**config.mk**
```make
export PLATFORM = sky130hd
export DESIGN_NAME = mac_unit
export DESIGN_NICKNAME = d
export VERILOG_FILES = /design/src/rtl/mac_pkg.sv /design/src/rtl/mac_seq.sv /design/src/rtl/mac_datapath.sv /design/src/rtl/mac_unit.sv
export SDC_FILE = /design/constraint.sdc
export NUM_CORES = 1
export LEC_CHECK = 0
export CAP_MARGIN = 25
export CORE_MARGIN = 4
export CORE_UTILIZATION = 64
export CTS_CLUSTER_SIZE = 40
export DETAILED_ROUTE_END_ITERATION = 10
export DONT_BUFFER_PORTS = 1
export PLACE_DENSITY = 0.81
export SETUP_SLACK_MARGIN = 0.2
export SLEW_MARGIN = 20
export SYNTH_ARGS = -nofsm -noshare
export SYNTH_HDL_FRONTEND = slang
export SYNTH_SLANG_ARGS = --single-unit
```
**constraint.sdc**
```tcl
create_clock -name clk -period 14.9 [get_ports clk]
set_clock_uncertainty 0.2 [all_clocks]
set_input_delay 2.98 -clock clk [delete_from_list [all_inputs] [get_ports clk]]
set_output_delay 2.98 -clock clk [all_outputs]
set_load 0.02 [all_outputs]
```
**src/rtl/mac_pkg.sv**
```systemverilog
package mac_pkg;

  localparam int ADR_CTRL     = 0;
  localparam int ADR_OPA      = 1;
  localparam int ADR_OPB      = 2;
  localparam int ADR_ACC_BASE = 3;

  // control register bit positions (software visible)
  localparam int BIT_UNS    = 0;
  localparam int BIT_ACCUM  = 1;
  localparam int BIT_NEG    = 2;
  localparam int BIT_SINGLE = 3;
  localparam int BIT_SQUARE = 4;
  localparam int BIT_CLEAR  = 5;
  localparam int BIT_HOLD   = 6;
  localparam int BIT_OVF    = 7;

  typedef struct packed {
    logic hold_acc;
    logic square;
    logic single_load;
    logic negate;
    logic accumulate;
    logic unsigned_op;
  } mac_cfg_t;

endpackage

```
**src/rtl/mac_seq.sv**
```systemverilog
module mac_seq
  import mac_pkg::*;
#(
  parameter int OP_W   = 16,
  parameter int ADDR_W = 3
) (
  input  logic              clk,
  input  logic              rst_n,
  input  logic              wr_en,
  input  logic [ADDR_W-1:0] addr,
  input  logic [OP_W-1:0]   wdata,
  output mac_cfg_t          cfg,
  output logic [OP_W-1:0]   opa,
  output logic [OP_W-1:0]   opb,
  output logic              go,
  output logic              clr
);

  logic wr_ctrl, wr_a, wr_b;
  logic seen_a, seen_b;

  assign wr_ctrl = wr_en && (addr == ADDR_W'(ADR_CTRL));
  assign wr_a    = wr_en && (addr == ADDR_W'(ADR_OPA));
  assign wr_b    = wr_en && (addr == ADDR_W'(ADR_OPB));
  assign clr     = wr_ctrl && wdata[BIT_CLEAR];

  always_ff @(posedge clk or negedge rst_n) begin
    if (!rst_n) begin
      cfg    <= '0;
      opa    <= '0;
      opb    <= '0;
      seen_a <= 1'b0;
      seen_b <= 1'b0;
      go     <= 1'b0;
    end else begin
      go <= 1'b0;
      if (wr_ctrl) begin
        cfg.hold_acc    <= wdata[BIT_HOLD];
        cfg.square      <= wdata[BIT_SQUARE];
        cfg.single_load <= wdata[BIT_SINGLE];
        cfg.negate      <= wdata[BIT_NEG];
        cfg.accumulate  <= wdata[BIT_ACCUM];
        cfg.unsigned_op <= wdata[BIT_UNS];
        if (wdata[BIT_CLEAR]) begin
          opa    <= '0;
          opb    <= '0;
          seen_a <= 1'b0;
          seen_b <= 1'b0;
        end
      end else if (wr_a || wr_b) begin
        if (cfg.square) begin
          opa    <= wdata;
          opb    <= wdata;
          go     <= 1'b1;
          seen_a <= 1'b0;
          seen_b <= 1'b0;
        end else begin
          if (wr_a) opa <= wdata;
          else      opb <= wdata;
          if (cfg.single_load || (wr_a ? seen_b : seen_a)) begin
            go     <= 1'b1;
            seen_a <= 1'b0;
            seen_b <= 1'b0;
          end else if (wr_a) begin
            seen_a <= 1'b1;
          end else begin
            seen_b <= 1'b1;
          end
        end
      end
    end
  end

  a_r10_clear_operands: assert property (@(posedge clk) disable iff (!rst_n)
    clr |=> (opa == '0) && (opb == '0) && !go);

  a_r11_ctrl_no_start: assert property (@(posedge clk) disable iff (!rst_n)
    wr_ctrl |=> !go);

  a_r4_square_mirror: assert property (@(posedge clk) disable iff (!rst_n)
    ((wr_a || wr_b) && cfg.square) |=> (opa == opb) && go);

  a_r3_single_starts: assert property (@(posedge clk) disable iff (!rst_n)
    ((wr_a || wr_b) && cfg.single_load) |=> go);

  a_r2_first_load_waits: assert property (@(posedge clk) disable iff (!rst_n)
    (wr_a && !seen_b && !cfg.single_load && !cfg.square) |=> !go && seen_a);

endmodule

```
**src/rtl/mac_datapath.sv**
```systemverilog
module mac_datapath
  import mac_pkg::*;
#(
  parameter int OP_W      = 16,
  parameter int ACC_WORDS = 3
) (
  input  logic                      clk,
  input  logic                      rst_n,
  input  logic                      go,
  input  logic                      clr,
  input  mac_cfg_t                  cfg,
  input  logic [OP_W-1:0]           opa,
  input  logic [OP_W-1:0]           opb,
  output logic [OP_W*ACC_WORDS-1:0] acc,
  output logic                      ovf
);

  localparam int PROD_W = 2 * OP_W;
  localparam int ACC_W  = OP_W * ACC_WORDS;
  localparam int EXT_W  = ACC_W - PROD_W;

  logic signed [PROD_W-1:0] prod_s;
  logic        [PROD_W-1:0] prod_u;
  logic        [ACC_W-1:0]  prod_ext;
  logic        [ACC_W:0]    wide_sum;
  logic        [ACC_W-1:0]  nxt_acc;
  logic                     nxt_ovf;
  logic                     sgn_a, sgn_p, sgn_r;

  assign prod_s = $signed(opa) * $signed(opb);
  assign prod_u = opa * opb;

  generate
    if (EXT_W > 0) begin : g_ext
      assign prod_ext = cfg.unsigned_op ? {{EXT_W{1'b0}}, prod_u}
                                        : {{EXT_W{prod_s[PROD_W-1]}}, prod_s};
    end else begin : g_noext
      assign prod_ext = cfg.unsigned_op ? prod_u[ACC_W-1:0] : prod_s[ACC_W-1:0];
    end
  endgenerate

  assign wide_sum = cfg.negate ? ({1'b0, acc} - {1'b0, prod_ext})
                               : ({1'b0, acc} + {1'b0, prod_ext});
  assign sgn_a = acc[ACC_W-1];
  assign sgn_p = prod_ext[ACC_W-1];
  assign sgn_r = wide_sum[ACC_W-1];

  always_comb begin
    if (cfg.accumulate) begin
      nxt_acc = wide_sum[ACC_W-1:0];
      if (cfg.unsigned_op)
        nxt_ovf = wide_sum[ACC_W];
      else if (cfg.negate)
        nxt_ovf = (sgn_a != sgn_p) && (sgn_r != sgn_a);
      else
        nxt_ovf = (sgn_a == sgn_p) && (sgn_r != sgn_a);
    end else if (cfg.negate && !cfg.unsigned_op) begin
      nxt_acc = '0 - prod_ext;
      nxt_ovf = 1'b0;
    end else begin
      nxt_acc = prod_ext;
      nxt_ovf = cfg.negate;
    end
  end

  always_ff @(posedge clk or negedge rst_n) begin
    if (!rst_n) begin
      acc <= '0;
      ovf <= 1'b0;
    end else if (clr) begin
      acc <= '0;
      ovf <= 1'b0;
    end else if (go) begin
      ovf <= nxt_ovf;
      if (!cfg.hold_acc) acc <= nxt_acc;
    end
  end

  a_r10_clear_acc: assert property (@(posedge clk) disable iff (!rst_n)
    clr |=> (acc == '0) && !ovf);

  a_r9_hold_keeps_acc: assert property (@(posedge clk) disable iff (!rst_n)
    (go && !clr && cfg.hold_acc) |=> $stable(acc));

  a_r5_idle_stable: assert property (@(posedge clk) disable iff (!rst_n)
    (!go && !clr) |=> $stable(acc) && $stable(ovf));

  a_r7_unsigned_negate_flag: assert property (@(posedge clk) disable iff (!rst_n)
    (go && !clr && cfg.unsigned_op && cfg.negate && !cfg.accumulate) |=> ovf);

endmodule

```
**src/rtl/mac_unit.sv**
```systemverilog
module mac_unit
  import mac_pkg::*;
#(
  parameter int OP_W      = 16,
  parameter int ACC_WORDS = 3,
  parameter int ADDR_W    = 3
) (
  input  logic              clk,
  input  logic              rst_n,
  input  logic              bus_wr,
  input  logic [ADDR_W-1:0] bus_addr,
  input  logic [OP_W-1:0]   bus_wdata,
  output logic [OP_W-1:0]   bus_rdata
);

  localparam int ACC_W = OP_W * ACC_WORDS;

  mac_cfg_t         cfg;
  logic [OP_W-1:0]  opa, opb;
  logic             go, clr, ovf;
  logic [ACC_W-1:0] acc;

  mac_seq #(.OP_W(OP_W), .ADDR_W(ADDR_W)) u_seq (
    .clk   (clk),
    .rst_n (rst_n),
    .wr_en (bus_wr),
    .addr  (bus_addr),
    .wdata (bus_wdata),
    .cfg   (cfg),
    .opa   (opa),
    .opb   (opb),
    .go    (go),
    .clr   (clr)
  );

  mac_datapath #(.OP_W(OP_W), .ACC_WORDS(ACC_WORDS)) u_dp (
    .clk   (clk),
    .rst_n (rst_n),
    .go    (go),
    .clr   (clr),
    .cfg   (cfg),
    .opa   (opa),
    .opb   (opb),
    .acc   (acc),
    .ovf   (ovf)
  );

  always_comb begin
    bus_rdata = '0;
    if (bus_addr == ADDR_W'(ADR_CTRL)) begin
      bus_rdata[BIT_OVF]    = ovf;
      bus_rdata[BIT_HOLD]   = cfg.hold_acc;
      bus_rdata[BIT_SQUARE] = cfg.square;
      bus_rdata[BIT_SINGLE] = cfg.single_load;
      bus_rdata[BIT_NEG]    = cfg.negate;
      bus_rdata[BIT_ACCUM]  = cfg.accumulate;
      bus_rdata[BIT_UNS]    = cfg.unsigned_op;
    end else if (bus_addr == ADDR_W'(ADR_OPA)) begin
      bus_rdata = opa;
    end else if (bus_addr == ADDR_W'(ADR_OPB)) begin
      bus_rdata = opb;
    end else begin
      for (int w = 0; w < ACC_WORDS; w++) begin
        if (bus_addr == ADDR_W'(ADR_ACC_BASE + w)) bus_rdata = acc[w*OP_W +: OP_W];
      end
    end
  end

endmodule

```
==> qor.txt <==
Starting Density -> 65.3%
Synth area leaders -> fa_1, ha_1, dfrtp_1, inv_1, nand2_1
Prevailing post-synth register cell -> dfrtp_1
Number of synthesized flops with an enable pin -> 0
Final ANT Viol Nets -> 0
CP Max Fanout -> 18
Vias in the first global route -> 21428
H-tree depth -> 3
Clk sinks -> 90
Unrepaired setup endpoints after global routing -> no
Synthesized cell area -> 24000 sq um
CTS Hold Bufs -> 0
Crit path required time -> 15010 ps
FFs w/ async S/R, synth -> 100%
Place WS -> 3340 ps
Fin cells -> 3278
Gr ovfl total -> 0
Commonest non-fill, non-tap cell in the layout -> inv_1
Final Critical Period -> 11720 ps
Global-route wire length before repair -> 117000 microns
FILL cells -> 3034
Crit path kind -> reg -> reg
Width of the die -> 202 microns
#FFs+latches synth -> 90
Most frequent cells in the layout -> inv_1, fa_1, nand2_1, ha_1, a21oi_1
DR vias/cell -> 6.34
Max transition margin -> 27.6%
DRC viols -> 0
Clk_lat worst skew -> 390 ps
Syn. warnings -> 0
Ports -> 38
CP Data Arrival Time -> 11830 ps
NumNets Final -> 3395
DPL Wire Length -> 57500 microns
Worst-margin pin slew -> 1080 ps
Clk slew on worst S/H paths -> 80 ps
Iteration count of the initial detailed-routing pass -> 7
Hold_ws -> 337 ps
Routed vias -> 20789
Iteration-0 DRC Markers -> 2475
Num CTS Buffers -> 9
Num rows -> 70
Sequential fraction of the synthesis area -> 9.37%
Footprint of the multi-input gates -> 19400 sq um
CP endpoint kind -> flop
Max frequency -> 85.3 MHz
CTS resizes -> 0
Crit-path max cell delay -> 750 ps
Layout cells sized above 1 -> 2.31%
Fin crit share -> 78.6%
Routed Wire Length -> 71800 microns
CTS root buf -> clkbuf_16
CP max-delay cell -> dfrtp_1
# placed instances -> 3260
Area grow syn2layout -> 2.37%
Setup tns final -> 0 ps
Die area -> 40700 sq um
Total track usage -> 36.0%
Outcome -> finished, final reports clean
Slew Limit Fails -> 0
Post-synth top area share -> 30.6%
Core Box Area -> 36800 sq um
Initial antenna violation count -> 3
Netlist cell types -> 84
Largest net degree at the start of global routing -> 91
Avg Cell Area, Syn -> 8.27 sq um
Max-Cap Viols -> 0
Clock buffer depth -> 2
Routed wire per std cell -> 21.9 microns
Post-synth top area cell -> fa_1
Storage element area -> 2250 sq um
Syn Nets -> 3496
Worst Slack Setup Final -> 3180 ps
ANT cells -> 0
DIE HEIGHT -> 202 microns
Worst Hold Class -> reg -> reg
# Post-CTS Setup Buffers -> 0
Final-report setup violation count -> 0
Reg-to-reg setup timing slack -> 3180 ps
Worst Setup Start Kind -> flop
Hold Vio Cnt, Final -> 0
I/O Buffers -> 0
CTS tree -> built
Mapped Cells -> 2906
Critical Path Most Common Cell -> fa_1
Routability cong. -> 1.04
-- stage by stage --
stage          area (sq um)  utilization [%]
6_report              24600             66.9
5_1_grt               24600             66.9
4_1_cts               24600             66.8
3_5_place_dp          24300             65.9
3_3_place_gp          24300             65.9
2_1_floorplan         24000                -
-- worst max-delay path, delay by kind of cell, from the launching register on --
kind	cells	cell delay, ps
compound gates	14	3400
xor+xnor	2	360
fa+ha+maj	8	4060
buf+inv	4	240
flops	1	750
simple gates	8	2620
-- path summary, 6_finish.rpt --
check,start,to,cells after the start
setup / recovery,u_seq.opb[6],u_dp.ovf,36
hold / removal,u_dp.acc[12],u_dp.acc[12],2
setup reg to reg,u_seq.opb[6],u_dp.ovf,36
hold reg to reg,u_dp.acc[12],u_dp.acc[12],2
max in group asynchronous,rst_n,u_seq.opa[12],0
min in group asynchronous,rst_n,u_dp.acc[4],0
-- synthesized netlist by cell type (all sizes together), types with 21 or more instances --
| cell type | n |
|---|---|
| inv | 513 |
| fa | 367 |
| nand2 | 358 |
| ha | 201 |
| a21oi | 164 |
| o21ai | 142 |
| and2 | 132 |
| nor2 | 124 |
| clkbuf | 116 |
| dfrtp | 90 |
| xnor2 | 76 |
| xor2 | 57 |
| nor3 | 41 |
| a21o | 34 |
| nand3 | 34 |
| mux2i | 33 |
| nand2b | 33 |
| o21a | 30 |
| a211oi | 21 |
| nor2b | 21 |
| o221ai | 21 |
-- final cells by class --
type | instances | share of cell area [%]
sequential | 90 | 9.16
timing repair buffer | 18 | 0.580
inverter | 514 | 7.84
tap | 468 | 2.38
clock buffer | 9 | 0.915
clock inverter | 7 | 0.387
multi-input combinational | 2172 | 78.7
-- sequential cells by signal, summed over array words and instances (netlist names) --
name,flops
u_seq.opa,16
u_seq.seen_b,1
u_seq.cfg,6
u_seq.seen_a,1
u_dp.acc,48
u_seq.go,1
u_dp.ovf,1
u_seq.opb,16
-- per-layer routing --
metal	track usage, %	routed length, microns	vias to the layer above
met5	0.714	40	-
met4	18.5	4530	4
met3	6.19	6400	270
met2	56.2	32400	1101
met1	48.7	28400	10151
li1	-	-	9263
-- logic make-up (layout without fill, tap and decap cells) --
kind of cell / Yosys count / in the layout / synth area share (%)
fa+ha+maj: 568 / 568 / 41.0
compound gates: 591 / 591 / 16.0
simple gates: 842 / 842 / 17.0
mux: 38 / 38 / 1.61
flops: 90 / 90 / 9.37
buf+inv: 644 / 548 / 10.1
xor+xnor: 133 / 133 / 4.85
Power is left out: the tool's default activity adds up to more than one toggle a clock period on the data nets, which glitch-free logic cannot reach.
